--- config.mk ---
export PLATFORM = sky130hd
export DESIGN_NAME = stereo_elastic_buf
export DESIGN_NICKNAME = d
export VERILOG_FILES = /design/src/rtl/esb_pkg.sv /design/src/rtl/esb_level.sv /design/src/rtl/esb_slots.sv /design/src/rtl/esb_dac_out.sv /design/src/rtl/stereo_elastic_buf.sv
export SDC_FILE = /design/constraint.sdc
export NUM_CORES = 1
export LEC_CHECK = 0
export BUFFER_PORTS_ARGS = -buffer_cell sky130_fd_sc_hd__buf_2
export CAP_MARGIN = 5
export CORE_ASPECT_RATIO = 1.1
export CORE_MARGIN = 2
export CORE_UTILIZATION = 45
export CTS_CLUSTER_SIZE = 12
export DETAILED_ROUTE_END_ITERATION = 8
export GPL_TIMING_DRIVEN = 0
export SLEW_MARGIN = 10
export SYNTH_ARGS = -nofsm -noshare
export SYNTH_HDL_FRONTEND = slang
export SYNTH_HIERARCHICAL = 1
export SYNTH_SLANG_ARGS = --single-unit
--- constraint.sdc ---
create_clock -name clk -period 3.9 [get_ports clk]
set_clock_uncertainty 0.05 [all_clocks]
set_input_delay 0.78 -clock clk [delete_from_list [all_inputs] [get_ports clk]]
set_output_delay 0.78 -clock clk [all_outputs]
set_load 0.02 [all_outputs]
--- src/rtl/esb_pkg.sv ---
package esb_pkg;
  localparam int CH_W  = 16;
  localparam int SMP_W = 2 * CH_W;

  typedef struct packed {
    logic [CH_W-1:0] left;
    logic [CH_W-1:0] right;
  } stereo_t;

  localparam logic [CH_W-1:0] SIGN_FLIP = {1'b1, {(CH_W-1){1'b0}}};
endpackage

--- src/rtl/esb_level.sv ---
module esb_level #(
  parameter int DEPTH = 4,
  parameter int PRIME = 1,
  parameter int LVL_W = 3
) (
  input  logic             clk,
  input  logic             rst_n,
  input  logic             push_req,
  input  logic             pop_req,
  output logic [LVL_W-1:0] level,
  output logic             pop_go,
  output logic             push_go,
  output logic             drop
);
  localparam logic [LVL_W-1:0] FULL_L  = LVL_W'(DEPTH);
  localparam logic [LVL_W-1:0] PRIME_L = LVL_W'(PRIME);

  always_comb begin
    pop_go  = pop_req && (level != '0);
    // a pop in the same cycle frees a slot before the shift
    push_go = push_req && ((level != FULL_L) || pop_go);
  end

  always_ff @(posedge clk or negedge rst_n) begin
    if (!rst_n) begin
      level <= PRIME_L;
      drop  <= 1'b0;
    end else begin
      drop <= push_req && !push_go;
      unique case ({push_go, pop_go})
        2'b10:   level <= level + 1'b1;
        2'b01:   level <= level - 1'b1;
        default: level <= level;
      endcase
    end
  end

  AST_LEVEL_MAX: assert property (@(posedge clk) disable iff (!rst_n)
    level <= FULL_L);
  AST_DROP_KEEPS_LEVEL: assert property (@(posedge clk) disable iff (!rst_n)
    drop |-> $stable(level));
endmodule

--- src/rtl/esb_slots.sv ---
module esb_slots #(
  parameter int DEPTH = 4,
  parameter int LVL_W = 3,
  parameter int SMP_W = 32
) (
  input  logic             clk,
  input  logic             rst_n,
  input  logic             shift_en,
  input  logic [SMP_W-1:0] din,
  input  logic [LVL_W-1:0] level,
  output logic [SMP_W-1:0] oldest
);
  logic [SMP_W-1:0] slot [DEPTH];

  for (genvar g = 0; g < DEPTH; g++) begin : g_slot
    if (g == 0) begin : g_head
      always_ff @(posedge clk or negedge rst_n) begin
        if (!rst_n)        slot[0] <= '0;
        else if (shift_en) slot[0] <= din;
      end
    end else begin : g_body
      always_ff @(posedge clk or negedge rst_n) begin
        if (!rst_n)        slot[g] <= '0;
        else if (shift_en) slot[g] <= slot[g-1];
      end
    end
  end

  // oldest word sits at index level-1; read happens before this edge's shift
  always_comb begin
    oldest = slot[0];
    for (int i = 0; i < DEPTH; i++) begin
      if (level == LVL_W'(i + 1)) oldest = slot[i];
    end
  end
endmodule

--- src/rtl/esb_dac_out.sv ---
module esb_dac_out
  import esb_pkg::*;
(
  input  logic            clk,
  input  logic            rst_n,
  input  logic            load_en,
  input  stereo_t         word,
  output logic [CH_W-1:0] dac_left,
  output logic [CH_W-1:0] dac_right,
  output logic            dac_load
);
  always_ff @(posedge clk or negedge rst_n) begin
    if (!rst_n) begin
      dac_left  <= SIGN_FLIP;
      dac_right <= SIGN_FLIP;
      dac_load  <= 1'b0;
    end else begin
      dac_load <= load_en;
      if (load_en) begin
        dac_left  <= word.left  ^ SIGN_FLIP;
        dac_right <= word.right ^ SIGN_FLIP;
      end
    end
  end

  AST_HOLD_WITHOUT_LOAD: assert property (@(posedge clk) disable iff (!rst_n)
    !dac_load |-> $stable({dac_left, dac_right}));
endmodule

--- src/rtl/stereo_elastic_buf.sv ---
module stereo_elastic_buf
  import esb_pkg::*;
#(
  parameter int DEPTH       = 4,
  parameter int PRIME_SLOTS = 1,
  localparam int LVL_W      = $clog2(DEPTH + 1)
) (
  input  logic             clk,
  input  logic             rst_n,
  input  logic             in_valid,
  output logic             in_ready,
  input  logic [SMP_W-1:0] in_sample,
  input  logic             dac_ready,
  output logic             dac_load,
  output logic [CH_W-1:0]  dac_left,
  output logic [CH_W-1:0]  dac_right,
  output logic [LVL_W-1:0] level,
  output logic             drop
);
  logic             pop_go;
  logic             push_go;
  logic [SMP_W-1:0] oldest;
  stereo_t          oldest_s;

  assign in_ready = 1'b1;
  assign oldest_s = stereo_t'(oldest);

  esb_level #(.DEPTH(DEPTH), .PRIME(PRIME_SLOTS), .LVL_W(LVL_W)) level_i (
    .clk      (clk),
    .rst_n    (rst_n),
    .push_req (in_valid),
    .pop_req  (dac_ready && !dac_load),
    .level    (level),
    .pop_go   (pop_go),
    .push_go  (push_go),
    .drop     (drop)
  );

  esb_slots #(.DEPTH(DEPTH), .LVL_W(LVL_W), .SMP_W(SMP_W)) slots_i (
    .clk      (clk),
    .rst_n    (rst_n),
    .shift_en (push_go),
    .din      (in_sample),
    .level    (level),
    .oldest   (oldest)
  );

  esb_dac_out out_i (
    .clk       (clk),
    .rst_n     (rst_n),
    .load_en   (pop_go),
    .word      (oldest_s),
    .dac_left  (dac_left),
    .dac_right (dac_right),
    .dac_load  (dac_load)
  );

  AST_LOAD_SINGLE: assert property (@(posedge clk) disable iff (!rst_n)
    dac_load |=> !dac_load);
  AST_EMPTY_NO_LOAD: assert property (@(posedge clk) disable iff (!rst_n)
    (level == '0) |=> !dac_load);
  AST_NOT_READY_NO_LOAD: assert property (@(posedge clk) disable iff (!rst_n)
    !dac_ready |=> !dac_load);
  AST_PUSH_GROWS: assert property (@(posedge clk) disable iff (!rst_n)
    (in_valid && !dac_ready && level < LVL_W'(DEPTH)) |=> level == $past(level) + 1'b1);
  AST_MERGED_FLAT: assert property (@(posedge clk) disable iff (!rst_n)
    (in_valid && dac_ready && !dac_load && level != '0) |=> (level == $past(level)) && !drop);
endmodule

==> results_dict.tcl, run 1 <==
set metrics [dict create \
    tritoncts "yes" \
    reg2reg_from "level_i/level[0]$_DFFE_PN1P_" \
    avgSynthCellArea_sq_um 13.9 \
    wl_met2_mm 8.40 \
    total_leakage_power_nw 3.86 \
    syn-instance-count 550 \
    dpl.hpwl_mm 11.0 \
    synth_top_area_frac 0.530 \
    dp_slack_ns 1.25 \
    die_h_um 141 \
    area_growth_pct 16.8 \
    cp.depth 10 \
    route.detailed.drc 0 \
    top_layer_used "met4" \
    grt_pass1_vias 5046 \
    grt_overflow 0 \
    slew_violations 0 \
    period_share 0.569 \
    cp_cell_sequence "buf_2 -> nor2b_4 -> nor4b_2 -> nand2b_1 -> ha_1 -> inv_1 -> fa_1 -> xor2_1 -> nor2_1 -> xor2_1" \
    cp-start-kind "primary input" \
    wl_met1_mm 7.56 \
    yosys_register_bits 165 \
    r2r_cells 6 \
    vdd_drop_max_mv 0.461 \
    place.port_buffers 72 \
    worst_slack_ns 1.68 \
    synth_ff_type "dfrtp_1" \
    final_area_sq_um 8930 \
    worst_ep_arrival_time_ns 2.52 \
    antennaDiodeCount 0 \
    die_w_um 128 \
    crit_type "primary input to flop" \
    layout.cells.non_filler 859 \
    clkLatencyLatePin_ns 0.43 \
    grt_start_max_net_pins 108 \
    syn_nets 588 \
    drv_cap 0 \
    vias_per_cell 5.55 \
    ant_nets 0 \
    cp_slowest_stage_delay_ns 0.37 \
    worst_setup_path_end_kind "flop" \
    yosys-top-cells-count "dfrtp_1 (162), mux2_2 (131), mux2i_1 (34)" \
    synth_area_leader_cell "dfrtp_1" \
    dr.pass1.iters 4 \
    fin_nets 680 \
    p_per_area_nw_per_um2 907 \
    worstPathRequired_ns 4.19 \
    place_area_sq_um 8300 \
    crit_top_cell "xor2_1" \
    worst_path_max_delay_cell "fa_1" \
    dp_cells 827 \
    synth-edff-count 0 \
    synth_cell_types 32 \
    cts_sinks 165 \
    wl_per_cell_um 19.4 \
    setup_viol 0 \
    met3_length_um 484 \
    clk_path_buf_depth 2 \
    path_buf_inv 2 \
    place.gp.congestion 0.755 \
    yosysWarnings 6 \
    design.core.area_sq_um 16500 \
    fillerInstances 1373 \
    layout-drive-gt1-share 0.460 \
    r2r_slack_ns 1.76 \
    drtIter0Drc 248 \
    cts_resized 0 \
    clk_pin_slew_worst_paths_ns 0.06 \
    crit_fanout 2 \
    yosysSeqAreaShare 0.541 \
    htree_num_levels 4 \
    worstMarginPinSlew_ns 0.647 \
    max_slew_margin 0.569 \
    drt_wl_total_mm 16.7 \
    placementRows 49 \
    grt_setup_unrepaired "false" \
    final.setup.tns_ns 0 \
    start_util 0.463 \
    reg2reg_to "slots_i/slot[109]$_DFFE_PN0P_" \
    clockRootBuffer "clkbuf_16" \
    worstHoldPathType "primary input to asynchronous set/reset pin" \
    grtUsageTotal 0.195 \
    fin_crit_ns 2.22 \
    vias 4771 \
    ys_async_sr_fraction 1.00 \
    hold_buffers 0 \
    cts_buffers 17 \
    antenna_found_initial 0 \
    grt_pass1_wl_mm 27.1 \
    synth_area_sq_um 7640 \
    cts_setup_buffers 0 \
    synth_area_leaders "dfrtp_1 (53%), mux2_2 (19%), mux2_4 (5.3%)" \
    io_pins 74 \
    yosysMostFrequentCell "dfrtp_1" \
    hold_viol 0 \
    critical_path.startpoint "dac_ready" \
    clock.fmax_ghz 0.450 \
    status "finished, final reports clean" \
    dieArea_sq_um 18000 \
    path_delay_family "simple AND/OR/NAND/NOR gates" \
]
==> cell families (layout without fill, tap and decap cells) <==
family | after synthesis | after routing | synth area share
flip-flops | 165 | 165 | 0.541
AND/OR/NAND/NOR | 39 | 39 | 0.0342
XOR/XNOR | 3 | 3 | 0.00344
other | 1 | 1 | 0.000491
multiplexers | 192 | 192 | 0.291
buffers and inverters | 50 | 155 | 0.0458
AO/OA/AOI/OAI | 98 | 98 | 0.0805
adder cells (fa/ha/maj) | 2 | 2 | 0.00426
==> stage by stage <==
| step | util | hold WS, ns | power [mW] |
|---|---|---|---|
| final | 0.541 | 0.239 | 8.10 |
| after global routing | 0.541 | 0.260 | 8.61 |
| after CTS | 0.541 | 0.230 | 8.19 |
| after detailed placement | 0.503 | 0.423 | 6.38 |
| after global placement | 0.501 | 0.409 | 6.25 |
| after floorplan | - | 0.430 | 5.42 |
==> state kept, by name (all words and copies together) (netlist names) <==
name and cells:
level_i/level 3, out_i/dac_right 16, slots_i/slot 128, out_i/dac_load 1
level_i/drop 1, out_i/dac_left 16
==> placed cells by master (no fill, tap or decap), types with 2 or more instances in the layout <==
cell,count
inv_1,6
nor2_1,2
a211oi_1,32
clkinvlp_4,2
bufinv_16,4
buf_2,90
xor2_1,2
clkinv_2,3
dfstp_2,3
dfrtp_1,162
clkbuf_1,13
mux2_4,27
o21ai_0,32
mux2_2,131
clkbuf_16,17
nor2b_1,31
buf_12,6
clkinv_4,2
o22ai_1,32
buf_8,2
clkbuf_8,2
mux2i_1,34
buf_6,3
==> worst max path at each step <==
stage                                     to  slack [ns]
3_5_place_dp    level_i/level[2]$_DFFE_PN0P_        1.25
2_1_floorplan   level_i/level[2]$_DFFE_PN0P_        1.51
5_1_grt         level_i/level[2]$_DFFE_PN0P_        1.60
6_report        level_i/level[2]$_DFFE_PN0P_        1.68
4_1_cts         level_i/level[2]$_DFFE_PN0P_        1.70
3_3_place_gp   slots_i/slot[112]$_DFFE_PN0P_       -0.46
==> power by group <==
group | internal (mW) | switching, mW | leakage, nW
logic | 1.68 | 1.64 | 1.62
registers | 2.50 | 0.507 | 1.94
clock network | 1.11 | 0.666 | 0.306
total | 5.29 | 2.82 | 3.86
==> per-layer routing <==
layer	track usage	vias up
met5	0	-
met4	0.0735	0
met3	0.0342	21
met2	0.332	87
met1	0.250	2471
li1	-	2192
==> area by class of cell <==
cell class | instances | area, sq um | share of cell area
timing repair buffer | 73 | 398 | 0.0446
sequential | 165 | 4130 | 0.463
clock inverter | 12 | 176 | 0.0198
inverter | 6 | 22.5 | 0.00252
clock buffer | 20 | 457 | 0.0511
buffer | 44 | 328 | 0.0367
tap | 204 | 255 | 0.0286
multi-input combinational | 335 | 3160 | 0.354
==> worst register-to-register path, stage by stage, from the launching register on <==
cell and delay [ns]:
dfstp_2 0.61, nor4b_2 0.07, nand2b_1 0.17, inv_1 0.11
buf_2 0.28, buf_2 0.36, mux2_2 0.38
(Power assumes the default switching activity.)
==> run 2: changes to the inputs <==
PLACE_DENSITY = 0.66   (was not set)
clock period = 2 ns   (was 3.9 ns; I/O delays follow)
==> results_dict.tcl, run 2 (same netlist as run 1, synthesis figures left out) <==
set metrics [dict create \
    worstPathRequired_ns 2.26 \
    dr.pass1.iters 4 \
    dpl.hpwl_mm 11.1 \
    place.gp.congestion 0.764 \
    dieArea_sq_um 18000 \
    vdd_drop_max_mv 0.954 \
    grt_start_max_net_pins 84 \
    worst_setup_path_end_kind "flop" \
    die_h_um 141 \
    worst_ep_arrival_time_ns 2.28 \
    internal-power_mw 10.7 \
    place.port_buffers 72 \
    clockRootBuffer "clkbuf_16" \
    crit_fanout 3 \
    cts_buffers 17 \
    holdWs_ns 0.151 \
    top_regs "slots_i/slot x128, out_i/dac_left x16, out_i/dac_right x16" \
    clock.fmax_ghz 0.495 \
    cp_slowest_stage_delay_ns 0.43 \
    clkLatencyLatePin_ns 0.43 \
    design.core.area_sq_um 16500 \
    layout-drive-gt1-share 0.480 \
    crit_type "flop to flop" \
    crit_top_cell "xor2_1" \
    p_switching_mw 5.58 \
    status "complete, but fails checks" \
    antennaDiodeCount 0 \
    layout.cells.non_filler 863 \
    max_slew_margin 0.570 \
    worst_slack_ns -0.0201 \
    grtUsageTotal 0.200 \
    grt_setup_unrepaired "true" \
    worstHoldPathType "primary input to flop" \
    violations "negative setup slack" \
    drt_wl_total_mm 17.1 \
    period_share 1.01 \
    p_seq_frac 0.363 \
    clk_path_buf_depth 2 \
    slew_violations 0 \
    p_per_area_nw_per_um2 1790 \
    setup_viol 1 \
    power_frac_clock 0.224 \
    fin_crit_ns 2.02 \
    area_growth_pct 18.9 \
    layout_common_cells "dfrtp_1 (159), mux2_2 (131), buf_2 (73), mux2i_1 (34)" \
    drtIter0Drc 295 \
    p_comb_frac 0.413 \
    total_leakage_power_nw 3.94 \
    htree_num_levels 4 \
    route.detailed.drc 0 \
    worst_path_max_delay_cell "dfrtp_2" \
    finalPower_mw 16.2 \
    vias 4854 \
    top_register "slots_i/slot" \
    io_pins 74 \
    start_util 0.463 \
    clk_pin_slew_worst_paths_ns 0.06 \
    final.setup.tns_ns -0.0201 \
    die_w_um 128 \
    dp_cells 827 \
    tritoncts "yes" \
    fin_nets 684 \
    grt_pass1_wl_mm 27.6 \
    placementRows 49 \
    grt_pass1_vias 5150 \
    cp_cell_sequence "buf_4 -> o31a_2 -> ha_4 -> inv_1 -> fa_2 -> xor2_1 -> nor2_1 -> xor2_1" \
    antenna_found_initial 0 \
    p_sw_frac 0.344 \
    final_common_cell "dfrtp_1" \
    cp-start-kind "flop" \
    wl_per_cell_um 19.8 \
    vias_per_cell 5.62 \
    cts_sinks 165 \
    ant_nets 0 \
    drv_cap 0 \
    largest_reg_flops 128 \
    worstMarginPinSlew_ns 0.644 \
    hold_viol 0 \
    grt_overflow 0 \
]
==> run 2: changes by cell type in the layout (fill, tap and decap cells not counted), sizes merged <==
cell,delta
inv,-1
bufinv,+1
dlygate4sd3,+1
clkbuf,+6
buf,+1
clkinv,-2
clkinvlp,-2
==> run 2: power groups by stage <==
stage / registers, mW / clock network (mW) / logic (mW)
after floorplan: 6.09 / 0 / 4.48
after global placement: 5.80 / 0 / 6.34
after detailed placement: 5.93 / 0 / 6.52
after CTS: 5.88 / 3.68 / 6.63
after global routing: 6.10 / 3.83 / 7.21
final: 5.90 / 3.63 / 6.70
==> run 2: per-layer routing <==
metal	GRT usage	wire length, um	vias to the layer above
li1	-	-	2191
met1	0.255	7310	2508
met2	0.330	8680	119
met3	0.0436	614	36
met4	0.0856	454	0
met5	0	0	-
==> run 2: final timing paths <==
check | start | to | slack (ns) | depth (start not counted)
min reg2reg | out_i/dac_left[15]$_DFFE_PN1P_ | out_i/dac_left[15]$_DFFE_PN1P_ | 0.43 | 2
max in group asynchronous | rst_n | level_i/level[0]$_DFFE_PN1P_ | 0.56 | 3
max reg2reg | level_i/level[1]$_DFFE_PN0P_ | level_i/level[2]$_DFFE_PN0P_ | -0.02 | 8
min | in_sample[17] | slots_i/slot[113]$_DFFE_PN0P_ | 0.15 | 2
max | level_i/level[1]$_DFFE_PN0P_ | level_i/level[2]$_DFFE_PN0P_ | -0.02 | 8
min in group asynchronous | rst_n | slots_i/slot[80]$_DFFE_PN0P_ | 0.50 | 2
==> run 2: through the flow <==
| step | setup WS, ns | utilization | area, sq um |
|---|---|---|---|
| global placement | -2.17 | 0.501 | 8270 |
| finish | -0.0201 | 0.551 | 9080 |
| global route | -0.127 | 0.551 | 9080 |
| floorplan | 0.0195 | - | 7650 |
| CTS | -0.0324 | 0.547 | 9020 |
| detailed placement | -0.263 | 0.503 | 8300 |
==> run 2: final cells by class <==
cell class | count | area (sq um)
multi-input combinational | 335 | 3200
timing repair buffer | 77 | 430
inverter | 6 | 22.5
buffer | 44 | 383
clock buffer | 24 | 492
sequential | 165 | 4140
fill | 1367 | 7410
tap | 204 | 255
clock inverter | 8 | 169
==> run 2: what timing repair did <==
item                                    4_1_cts  5_1_grt
pin swaps                                     1        3
setup buffers                                 2        1
hold buffers                                  1        0
resized for setup                             8       39
hold endpoints to repair                     80        0
endpoints found under the setup margin      122      128
==> run 2: worst max-delay path: cells and delay by family, from the launching register on <==
kind / cells / cell delay (ns)
buffers and inverters: 2 / 0.22
AO/OA/AOI/OAI: 1 / 0.39
XOR/XNOR: 2 / 0.34
adder cells (fa/ha/maj): 2 / 0.39
AND/OR/NAND/NOR: 1 / 0.08
flip-flops: 1 / 0.43
